===== src/rtl/wlc_pkg.sv =====
package wlc_pkg;
   typedef enum logic [1:0] {
      OP_IDLE  = 2'd0,
      OP_READ  = 2'd1,
      OP_CLEAR = 2'd2,
      OP_WRITE = 2'd3
   } wlc_op_e;
endpackage


===== src/rtl/wlc_core_plane.sv =====
module wlc_core_plane #(
   parameter int WORDS       = 16,
   parameter int BITS        = 16,
   parameter bit RESET_CLEAR = 1'b1
) (
   input  logic             clk,
   input  logic             rst_n,
   input  logic [WORDS-1:0] word_rd,
   input  logic [WORDS-1:0] word_wr,
   input  logic [BITS-1:0]  bit_drv,
   output logic [BITS-1:0]  sense
);
   logic [BITS-1:0] cores [WORDS];

   for (genvar w = 0; w < WORDS; w++) begin : g_word
      logic [BITS-1:0] next_w;
      // full read current wins; half write current sets only where bit line is driven
      always_comb begin
         if (word_rd[w])      next_w = '0;
         else if (word_wr[w]) next_w = cores[w] | bit_drv;
         else                 next_w = cores[w];
      end
      if (RESET_CLEAR) begin : g_rst
         always_ff @(posedge clk) begin
            if (!rst_n) cores[w] <= '0;
            else        cores[w] <= next_w;
         end
      end else begin : g_keep
         always_ff @(posedge clk) cores[w] <= next_w;
      end
   end

   // bit line pulses when a core holding one is flipped by its read line
   always_comb begin
      sense = '0;
      for (int w = 0; w < WORDS; w++) begin
         if (word_rd[w]) sense = sense | cores[w];
      end
   end
endmodule


===== src/rtl/wlc_cmd_seq.sv =====
module wlc_cmd_seq
   import wlc_pkg::*;
#(
   parameter int WORDS = 16,
   parameter int BITS  = 16
) (
   input  logic             clk,
   input  logic             rst_n,
   input  logic             cmd_valid,
   input  logic [1:0]       cmd_op,
   input  logic [WORDS-1:0] word_sel,
   input  logic [BITS-1:0]  wr_data,
   input  logic [BITS-1:0]  sense,
   output logic [WORDS-1:0] word_rd,
   output logic [WORDS-1:0] word_wr,
   output logic [BITS-1:0]  bit_drv,
   output logic             busy,
   output logic             rd_valid,
   output logic [BITS-1:0]  rd_data
);
   wlc_op_e          op;
   logic             accept, sel_single, do_read, do_clear, do_write;
   logic             wb_pend;
   logic [WORDS-1:0] wb_word;
   logic [BITS-1:0]  wb_data;

   assign op         = wlc_op_e'(cmd_op);
   assign accept     = cmd_valid && !wb_pend;
   assign sel_single = (word_sel != '0) && ((word_sel & (word_sel - 1'b1)) == '0);
   assign do_read    = accept && (op == OP_READ) && sel_single;
   assign do_clear   = accept && (op == OP_CLEAR);
   assign do_write   = accept && (op == OP_WRITE);

   always_comb begin
      word_rd = (do_read || do_clear) ? word_sel : '0;
      if (wb_pend) begin
         word_wr = wb_word;
         bit_drv = wb_data;
      end else if (do_write) begin
         word_wr = word_sel;
         bit_drv = wr_data;
      end else begin
         word_wr = '0;
         bit_drv = '0;
      end
   end

   always_ff @(posedge clk) begin
      if (!rst_n) begin
         wb_pend  <= 1'b0;
         wb_word  <= '0;
         wb_data  <= '0;
         rd_valid <= 1'b0;
         rd_data  <= '0;
      end else begin
         wb_pend  <= do_read;
         rd_valid <= do_read;
         if (do_read) begin
            wb_word <= word_sel;
            wb_data <= sense;
            rd_data <= sense;
         end
      end
   end

   assign busy = wb_pend;
endmodule


===== src/rtl/wordline_core_ctrl.sv =====
module wordline_core_ctrl #(
   parameter int WORDS       = 16,
   parameter int BITS        = 16,
   parameter bit RESET_CLEAR = 1'b1
) (
   input  logic             clk,
   input  logic             rst_n,
   input  logic             cmd_valid,
   input  logic [1:0]       cmd_op,
   input  logic [WORDS-1:0] word_sel,
   input  logic [BITS-1:0]  wr_data,
   output logic             busy,
   output logic             rd_valid,
   output logic [BITS-1:0]  rd_data
);
   localparam int PLANE_CORES = WORDS * BITS;

   if (WORDS < 2)          begin : g_bad_words $error("WORDS must be at least 2"); end
   if (BITS < 1)           begin : g_bad_bits  $error("BITS must be at least 1"); end
   if (PLANE_CORES > 4096) begin : g_bad_size  $error("plane too large"); end

   logic [WORDS-1:0] word_rd, word_wr;
   logic [BITS-1:0]  bit_drv, sense;

   wlc_cmd_seq #(.WORDS(WORDS), .BITS(BITS)) u_seq (
      .clk(clk), .rst_n(rst_n), .cmd_valid(cmd_valid), .cmd_op(cmd_op),
      .word_sel(word_sel), .wr_data(wr_data), .sense(sense),
      .word_rd(word_rd), .word_wr(word_wr), .bit_drv(bit_drv),
      .busy(busy), .rd_valid(rd_valid), .rd_data(rd_data)
   );

   wlc_core_plane #(.WORDS(WORDS), .BITS(BITS), .RESET_CLEAR(RESET_CLEAR)) u_plane (
      .clk(clk), .rst_n(rst_n), .word_rd(word_rd), .word_wr(word_wr),
      .bit_drv(bit_drv), .sense(sense)
   );
endmodule


===== config.mk =====
export PLATFORM = sky130hd
export DESIGN_NAME = wordline_core_ctrl
export DESIGN_NICKNAME = d
export VERILOG_FILES = /design/src/rtl/wlc_pkg.sv /design/src/rtl/wlc_core_plane.sv /design/src/rtl/wlc_cmd_seq.sv /design/src/rtl/wordline_core_ctrl.sv
export SDC_FILE = /design/constraint.sdc
export NUM_CORES = 1
export LEC_CHECK = 0
export ABC_CLOCK_PERIOD_IN_PS = 10700
export CAP_MARGIN = 20
export CORE_UTILIZATION = 57
export CTS_CLUSTER_DIAMETER = 40
export DETAILED_ROUTE_END_ITERATION = 7
export GPL_TIMING_DRIVEN = 0
export PLACE_DENSITY = 0.73
export SLEW_MARGIN = 15
export SYNTH_ARGS = -nofsm -noshare
export SYNTH_HDL_FRONTEND = slang
export SYNTH_HIERARCHICAL = 1
export SYNTH_SLANG_ARGS = --single-unit
export TNS_END_PERCENT = 10

===== constraint.sdc =====
create_clock -name clk -period 10.7 [get_ports clk]
set_input_delay 3.21 -clock clk [delete_from_list [all_inputs] [get_ports clk]]
set_output_delay 3.21 -clock clk [all_outputs]
set_load 0.01 [all_outputs]

[Word level (Yosys, flattened, before mapping)]
Memory sizes are Yosys's and may differ from the RTL's.
Cells that the tools add are included.
Word-level totals
  flip-flop bits (word level): 33
  memory bits (writable): 256
  bits of input ports: 37
  output and inout port bits: 18
  word-level logic and storage cells: 137
  memories kept: 1
Memories
  u_plane.cores: words 16, bits a word 16, read ports 16, clocked after Yosys merged registers in 0, write ports 16, line wlc_core_plane.sv:13  | logic [BITS-1:0] cores [WORDS];
Operators by class
  add/sub/neg operators: 1
  equal/unequal tests: 3
  mux-type cells: 71
  bitwise gates (word level): 48
  reductions and logical operators: 10
Operators with widths (number)
  $mux W16: 69
  $or A16 B16 Y16: 31
  $and A16 B16 Y16: 1
  $logic_not A16 Y1: 1
  $or A1 B1 Y1: 16
  $reduce_bool A16 Y1: 1
  $sub A16 B1 Y16 const B: 1
  $logic_and A1 B1 Y1: 6
  $eq A2 B2 Y1 const B: 2
  $eq A2 B1 Y1 const B: 1
  $mux W1: 2
  $logic_not A1 Y1: 1
  $logic_or A1 B1 Y1: 1

[Depth between registers and ports, before layout]
Gate-level depths: netlist of run 1.
  word-level depth: 38
  mapped depth: 15
  gate-level depth less buffers: 10

[Modules after synthesis]
Netlist of run 1, hierarchy kept.
Modules (own cells, without submodules)
  wlc_core_plane: instances 1, cells an instance 1057, area an instance 9402.8 sq um, seq. area each 5124.9 sq um
  wlc_cmd_seq: instances 1, cells an instance 233, area an instance 1998.2 sq um, seq. area each 660.6 sq um

[Worst setup path before layout of run 1]
OpenSTA, ideal clock, no wires.
  path kind: input-to-reg
  start point: in word_sel[0]
  end point: reg u_seq.wb_data[10]
  library setup time: 0.072 ns
  data arrival time: 5.855 ns
  data required time: 10.628 ns
  path slack: 4.773 ns
  cell stages on the path: 13
  buffers on the path: 4
  cell sequence: or4_4 a2111oi_4 a21oi_1 or4_1 buf_2 buf_6 a21boi_1 buf_2 clkbuf_1 a221oi_1 nand4_1 nand2_1 mux2i_1
Between the ends
  elaborated cells between the ends (all ways): 39
  classes of those cells: add/sub (1); mux (17); bitwise (16); reduce/logical (5)
RTL lines
  from (decl): line wordline_core_ctrl.sv:10  | input logic [WORDS-1:0] word_sel,
  $sub A16 B1 Y16: line wlc_cmd_seq.sv:29  | assign sel_single = (word_sel != '0) && ((word_sel & (word_sel - 1'b1)) == '0);
  $and A16 B16 Y16: line wlc_cmd_seq.sv:29
  $logic_not A16 Y1: line wlc_cmd_seq.sv:29
  $logic_and A1 B1 Y1 (*): line wlc_cmd_seq.sv:29
  $logic_and A1 B1 Y1 (*): line wlc_cmd_seq.sv:30  | assign do_read = accept && (op == OP_READ) && sel_single;
  $logic_or A1 B1 Y1 (*): line wlc_cmd_seq.sv:35  | word_rd = (do_read || do_clear) ? word_sel : '0;
  $mux W16 (*): line wlc_cmd_seq.sv:35
  net word_rd[9]: line wordline_core_ctrl.sv:22  | logic [WORDS-1:0] word_rd, word_wr;
  (+6 left out)
  $mux W16 (*): line wlc_core_plane.sv:37  | if (word_rd[w]) sense = sense | cores[w];
  $or A16 B16 Y16: line wlc_core_plane.sv:37
  $mux W16 (*): line wlc_core_plane.sv:37
  $or A16 B16 Y16: line wlc_core_plane.sv:37
  $mux W16 (*): line wlc_core_plane.sv:37
  $or A16 B16 Y16: line wlc_core_plane.sv:37
  $mux W16 (*): line wlc_core_plane.sv:37
  net sense[10]: line wordline_core_ctrl.sv:23  | logic [BITS-1:0] bit_drv, sense;
  to (signal assigned): line wlc_cmd_seq.sv:60  | wb_data <= sense;
  to (decl): line wlc_cmd_seq.sv:25  | logic [BITS-1:0] wb_data;
Mark *: on every way through the listed nets, which the timed path passes. The rest lies on a longest branch.
A chain may end at the register's enable or synchronous reset.

[Worst setup path after layout of run 1]
  start point: in word_sel[8]
  end point: reg u_seq.wb_data[5]
Between the ends
  elaborated cells between the ends (all ways): 39
  classes of those cells: add/sub (1); mux (17); bitwise (16); reduce/logical (5)
RTL lines (line)
  $sub A16 B1 Y16: wlc_cmd_seq.sv:29
  $and A16 B16 Y16: wlc_cmd_seq.sv:29
  $logic_not A16 Y1: wlc_cmd_seq.sv:29
  $logic_and A1 B1 Y1 (*): wlc_cmd_seq.sv:29
  $logic_and A1 B1 Y1 (*): wlc_cmd_seq.sv:30
  $logic_or A1 B1 Y1 (*): wlc_cmd_seq.sv:35
  $mux W16 (*): wlc_cmd_seq.sv:35
  net word_rd[14]: wordline_core_ctrl.sv:22
  $mux W16 (*): wlc_core_plane.sv:37
  $or A16 B16 Y16: wlc_core_plane.sv:37
  $mux W16 (*): wlc_core_plane.sv:37
  net sense[5]: wordline_core_ctrl.sv:23
Marked as above.

==> results.py, run 1 <==
metrics = {
    "outcome": {
        "status": "finished clean",
    },
    "yosys": {
        "synth_area_um2": 11400,
        "ys.flop_type": "dfxtp_1",
        "synth.avg_cell_area_um2": 8.84,
        "netlist.area_leader.share_pct": 50.7,
        "syn_nets": 1327,
        "synth_cells": 1290,
        "synth-seq-cells": 289,
        "synth.distinct_cells": 39,
        "synth_common_cells": "dfxtp_1, a21oi_1, nor2_1",
        "yosys_warnings": 6,
        "yosysMostFrequentCell": "dfxtp_1",
        "synth_edf_count": 0,
        "async_flop_share_pct": 0,
        "yosys.area.top_type": "dfxtp_1",
        "seq_area_frac_synth_pct": 50.7,
        "synth_area_leaders": "dfxtp_1, a21oi_1, nor2_1, a22o_1, a221oi_1",
    },
    "sta": {
        "tns_ns": 0,
        "min_period_over_period_pct": 64.4,
        "clock_skew_ns": 0.0124,
        "rsz0062_at_grt": "false",
        "slew_headroom_pct": 41.2,
        "hold_violations": 0,
        "period_needed_ns": 6.89,
        "fmax_mhz": 145,
        "layout_setup_ws_ns": 3.81,
        "tightest_slew_ns": 0.882,
        "holdWs_ns": 0.461,
        "finalSetupViolCount": 0,
        "slew_violations": 0,
    },
    "clock_tree": {
        "cts_htree_levels": 2,
        "cts_tree": "yes",
        "ctsRootBufferMaster": "clkbuf_16",
        "clock-sinks": 289,
        "cts_setup_buffers": 0,
        "insertion_delay_ns": 0.51,
        "clk_pin_slew_ns": 0.07,
        "ctsHoldBuffers": 0,
        "cts_max_path_buffers": 3,
        "cts_resized": 0,
        "cts_buffers": 36,
    },
    "detailed_routing": {
        "drt_iter0_drc": 771,
        "firstDrtPassIters": 5,
        "ant_nets": 0,
        "vias": 9847,
        "vias_per_cell": 5.89,
        "routed_wl_um": 31100,
        "wl_per_cell_um": 18.6,
        "route.detailed.drc": 0,
    },
    "die": {
        "fp.dieH_um": 143,
        "fp.coreArea_um2": 19500,
        "start_util_pct": 58.4,
        "ios": 55,
        "rows": 51,
        "die_w_um": 143,
        "dieArea_um2": 20600,
    },
    "worst_setup_path": {
        "cp-start-kind": "primary input",
        "crit_start": "word_sel[8]",
        "worstPathCellList": "clkdlybuf4s50_1 -> or4_1 -> nor4_1 -> mux2i_1 -> or4_1 -> buf_2 -> buf_6 -> a21boi_1 -> buf_2 -> buf_4 -> a22o_1 -> a221oi_1 -> nand4_1 -> nand2_1 -> mux2i_1",
        "path_class": "primary input to register",
        "critPathCaptureType": "register",
        "arrival_ns": 7.28,
        "worstPathRequired_ns": 11.09,
        "slowest_delay_ns": 0.60,
        "reg2reg_from": "u_seq/busy$_SDFF_PN0_",
        "cpMaxStageDelayCell": "or4_1",
        "reg2reg_depth": 14,
        "critical_path.max_fanout": 10,
    },
    "layout": {
        "nNetsFinal": 1419,
        "utilization_pct": 69.1,
        "drive_above_1_share_pct": 9.87,
        "ff_latch_area_um2": 5790,
        "multiInputGateArea_um2": 4800,
        "nFillCells": 1626,
        "diodes": 0,
        "syn_to_final_growth_pct": 18.3,
    },
    "place": {
        "place_ws_ns": 3.49,
        "dpl.hpwl_um": 23300,
        "gp_congestion": 0.891,
        "io_buffer_count": 54,
    },
    "global_route": {
        "grt_usage_pct": 31.2,
        "antenna_found_initial": 0,
        "grt_pass1_wl_um": 49700,
        "grt-ovfl-total": 0,
        "grt_max_degree": 16,
        "grt_pass1_vias": 9229,
    },
    "power_and_ir_drop": {
        "power_density_nw_per_um2": 177,
        "vdd_drop_max_uv": 151,
        "finalPower_uw": 2390,
        "leakagePower_uw": 0.00494,
    },
    "min_path": {
        "hold_path.class": "register to register",
        "hold_path.startpoint": "u_seq/wb_word[4]$_SDFFE_PN0P_",
        "holdPathStages": 2,
    },
    "flow_run": {
        "drv_cap": 0,
    },
}
==> through the flow <==
stage	cells	instance area, um^2
2_1_floorplan	1290	11400
3_3_place_gp	1609	12300
3_5_place_dp	1609	12300
4_1_cts	1673	13500
5_1_grt	1673	13500
6_report	1673	13500
==> routing by layer <==
| metal | wire length [um] | vias up | part of all wire (%) | GRT usage, % |
|---|---|---|---|---|
| li1 | - | 4742 | - | - |
| met2 | 13400 | 349 | 43 | 48.7 |
| met4 | 476 | 0 | 1.5 | 7.73 |
| met5 | 0 | - | 0 | 0 |
| met1 | 14800 | 4719 | 48 | 45.2 |
| met3 | 2370 | 37 | 7.6 | 4.50 |
==> final timing paths <==
path	end	slack (ns)
worst max-delay path	u_seq/wb_data[5]$_SDFFE_PN0P_	3.81
worst min-delay path	u_seq/wb_word[4]$_SDFFE_PN0P_	0.46
worst max register to register	u_seq/wb_data[12]$_SDFFE_PN0P_	7.09
worst min register to register	u_seq/wb_word[4]$_SDFFE_PN0P_	0.46
==> critical path: cells and delay by family <==
family,cells,cell delay [ns]
AND/OR/NAND/NOR,5,1.40
buffers and inverters,5,1.29
AO/OA/AOI/OAI,3,0.79
multiplexers,2,0.57
==> kinds of logic (layout without fill, tap and decap cells) <==
group           Yosys count  in the layout  share of synthesized area, %
flops                   289            289                          50.7
simple gates            372            372                          13.6
buf+inv                 151            269                          7.13
mux                      33             33                          2.90
compound gates          445            445                          25.6
==> layout make-up <==
class	instances	area share, %
clock buffer	45	7.39
sequential	289	42.9
clock inverter	19	1.61
multi-input combinational	850	35.6
timing repair buffer	54	4.01
buffer	151	6.03
tap	265	2.46
==> state kept, by name (all words and copies together), names as in the netlist <==
signal,flops
u_plane/cores,256
u_seq/busy,1
u_seq/wb_data,16
u_seq/wb_word,16
==> cell usage in the layout, fill, tap and decap left out, types with 9 or more instances in the layout <==
cell,instances
a221oi_1,64
buf_2,36
dfxtp_1,289
a22o_1,90
buf_6,18
nor2_1,258
a21oi_1,259
nand2_1,64
nand2b_1,16
clkdlybuf4s50_1,54
clkbuf_1,88
clkbuf_16,37
mux2i_1,33
a21boi_1,9
nand4_1,17
==> power breakdown <==
| group | total [uW] | leakage (uW) | switching, uW | internal, uW |
|---|---|---|---|---|
| combinational | 110 | 0.00202 | 73.0 | 37.5 |
| sequential | 1080 | 0.00233 | 1.90 | 1080 |
| clock | 1200 | 0.000594 | 477 | 724 |
No activity file was read; power rests on OpenSTA's default activity.
==> inputs of run 2 (changes only) <==
--- a/config.mk
+++ b/config.mk
@@ -5,13 +5,13 @@
 export SDC_FILE = /design/constraint.sdc
 export NUM_CORES = 1
 export LEC_CHECK = 0
-export ABC_CLOCK_PERIOD_IN_PS = 10700
+export ABC_CLOCK_PERIOD_IN_PS = 6000
 export CAP_MARGIN = 20
-export CORE_UTILIZATION = 57
+export CORE_UTILIZATION = 54
 export CTS_CLUSTER_DIAMETER = 40
 export DETAILED_ROUTE_END_ITERATION = 7
 export GPL_TIMING_DRIVEN = 0
-export PLACE_DENSITY = 0.73
+export PLACE_DENSITY = 0.72
 export SLEW_MARGIN = 15
 export SYNTH_ARGS = -nofsm -noshare
 export SYNTH_HDL_FRONTEND = slang
==> constraint.sdc (replaced) <==
create_clock -name clk -period 6 [get_ports clk]
set_input_delay 1.8 -clock clk [delete_from_list [all_inputs] [get_ports clk]]
set_output_delay 1.8 -clock clk [all_outputs]
set_load 0.01 [all_outputs]
==> run 2 against run 1 <==
  * Hold slack lost 0.00060 ns
  * Via count shrank 0.76%
  * Global-route usage is 2.0 points lower
  * Design area is 1.3% higher
  * Utilization down 2.4 points
  * Sequential share of layout area down 0.53 points
  * First-iteration DRC count increased by 9.1%
  * Clock-buffer cell count is 3 higher
  * Sequential power is 79% higher
  * Final cell count increased by 0.78%
  * Critical endpoint is now u_seq/wb_data[6]$_SDFFE_PN0P_
  * Largest power group unchanged
  * Highest routed layer unchanged
==> results.py, run 2 (same netlist as run 1, synthesis figures left out) <==
metrics = {
    "worst_setup_path": {
        "path_class": "primary input to register",
        "cp-start-kind": "primary input",
        "arrival_ns": 5.82,
        "slowest_delay_ns": 0.59,
        "cpMaxStageDelayCell": "or4_1",
        "crit_start": "word_sel[9]",
        "reg2reg_from": "u_seq/busy$_SDFF_PN0_",
        "worstPathRequired_ns": 6.40,
        "worstPathCellList": "clkdlybuf4s50_1 -> or4_1 -> nor4_1 -> mux2i_1 -> or4_1 -> buf_2 -> buf_6 -> a21boi_1 -> buf_2 -> buf_4 -> a22o_1 -> a221oi_1 -> nand4_1 -> nand2_1 -> mux2i_1",
        "critPathCaptureType": "register",
        "critical_path.max_fanout": 10,
    },
    "clock_tree": {
        "cts_tree": "yes",
        "clock-sinks": 289,
        "insertion_delay_ns": 0.53,
        "cts_htree_levels": 2,
        "cts_resized": 0,
        "cts_max_path_buffers": 3,
        "ctsHoldBuffers": 0,
        "clk_pin_slew_ns": 0.06,
        "cts_buffers": 39,
        "ctsRootBufferMaster": "clkbuf_16",
        "cts_setup_buffers": 0,
    },
    "sta": {
        "fmax_mhz": 185,
        "finalSetupViolCount": 0,
        "min_period_over_period_pct": 90.3,
        "tightest_slew_ns": 0.744,
        "hold_violations": 0,
        "layout_setup_ws_ns": 0.580,
        "rsz0062_at_grt": "false",
        "clock_skew_ns": 0.0248,
        "tns_ns": 0,
        "slew_violations": 0,
        "period_needed_ns": 5.42,
        "slew_headroom_pct": 50.4,
    },
    "power_and_ir_drop": {
        "finalPower_uw": 4500,
        "vdd_drop_max_uv": 221,
        "leakagePower_uw": 0.00501,
        "power_density_nw_per_um2": 329,
    },
    "die": {
        "die_w_um": 147,
        "fp.coreArea_um2": 20500,
        "dieArea_um2": 21700,
        "ios": 55,
        "rows": 52,
        "start_util_pct": 55.6,
        "fp.dieH_um": 147,
    },
    "layout": {
        "drive_above_1_share_pct": 10.5,
        "layout_commonest_cell": "dfxtp_1",
        "diodes": 0,
        "utilization_pct": 66.6,
        "largest_reg_flops": 256,
        "mostFrequentLayoutCells": "dfxtp_1, a21oi_1, nor2_1",
        "syn_to_final_growth_pct": 19.8,
        "top_register": "u_plane/cores",
        "instances_no_fill": 1686,
        "reg_top3": "u_plane/cores (256), u_seq/wb_data (16), u_seq/wb_word (16)",
        "nNetsFinal": 1422,
    },
    "detailed_routing": {
        "drt_iter0_drc": 841,
        "vias_per_cell": 5.80,
        "vias": 9772,
        "firstDrtPassIters": 5,
        "ant_nets": 0,
        "route.detailed.drc": 0,
        "wl_per_cell_um": 18.5,
        "routed_wl_um": 31200,
    },
    "global_route": {
        "grt_usage_pct": 29.2,
        "grt_pass1_wl_um": 50000,
        "antenna_found_initial": 0,
        "grt_pass1_vias": 9326,
        "grt-ovfl-total": 0,
        "grt_max_degree": 14,
    },
    "place": {
        "place_ws_ns": 0.214,
        "io_buffer_count": 54,
        "dpl.hpwl_um": 23200,
        "gp_congestion": 0.886,
        "dp.cells": 1614,
    },
    "flow_run": {
        "drv_cap": 0,
    },
    "outcome": {
        "status": "finished clean",
    },
    "min_path": {
        "hold_path.startpoint": "u_seq/wb_word[15]$_SDFFE_PN0P_",
        "hold_path.class": "register to register",
    },
}
## run 2: path summary, 6_finish.rpt
| check | slack (ns) | to | depth (start not counted) |
|---|---|---|---|
| hold reg to reg | 0.46 | u_seq/wb_word[15]$_SDFFE_PN0P_ | 2 |
| setup reg to reg | 2.41 | u_seq/wb_data[6]$_SDFFE_PN0P_ | 14 |
| hold / removal | 0.46 | u_seq/wb_word[15]$_SDFFE_PN0P_ | 2 |
| setup / recovery | 0.58 | u_seq/wb_data[6]$_SDFFE_PN0P_ | 15 |
## run 2: layout make-up
cell class	instances	area, um^2
buffer	151	813
clock buffer	48	1070
clock inverter	24	307
fill	1739	6840
multi-input combinational	850	4800
sequential	289	5790
tap	270	338
timing repair buffer	54	541
## run 2: where the power goes
group | switching (uW) | leakage [uW] | total, uW | internal (uW)
Sequential | 3.37 | 0.00233 | 1930 | 1930
Combinational | 130 | 0.00202 | 196 | 66.8
Clock | 896 | 0.000668 | 2370 | 1470
Total | 1030 | 0.00501 | 4500 | 3470
## run 2: metal layers
metal | share of wire [%] | vias to the layer above | GRT usage, % | wire length [um]
met5 | 0 | - | 0 | 0
met4 | 1.3 | 0 | 7.47 | 414
met3 | 8.4 | 44 | 4.16 | 2630
met2 | 44 | 358 | 45.6 | 13700
met1 | 46 | 4621 | 42.3 | 14500
li1 | - | 4749 | - | -
## run 2: worst max-delay path: cells and delay by family
| kind | cells | cell delay [ns] |
|---|---|---|
| AO/OA/AOI/OAI | 3 | 0.76 |
| AND/OR/NAND/NOR | 5 | 1.39 |
| multiplexers | 2 | 0.57 |
| buffers and inverters | 5 | 1.29 |
## run 2: stage by stage
stage / cell area [um^2] / hold slack [ns]
after floorplan: 11400 / 0.435
after global placement: 12300 / 0.442
after detailed placement: 12300 / 0.453
after CTS: 13700 / 0.461
after global routing: 13700 / 0.469
final: 13700 / 0.461
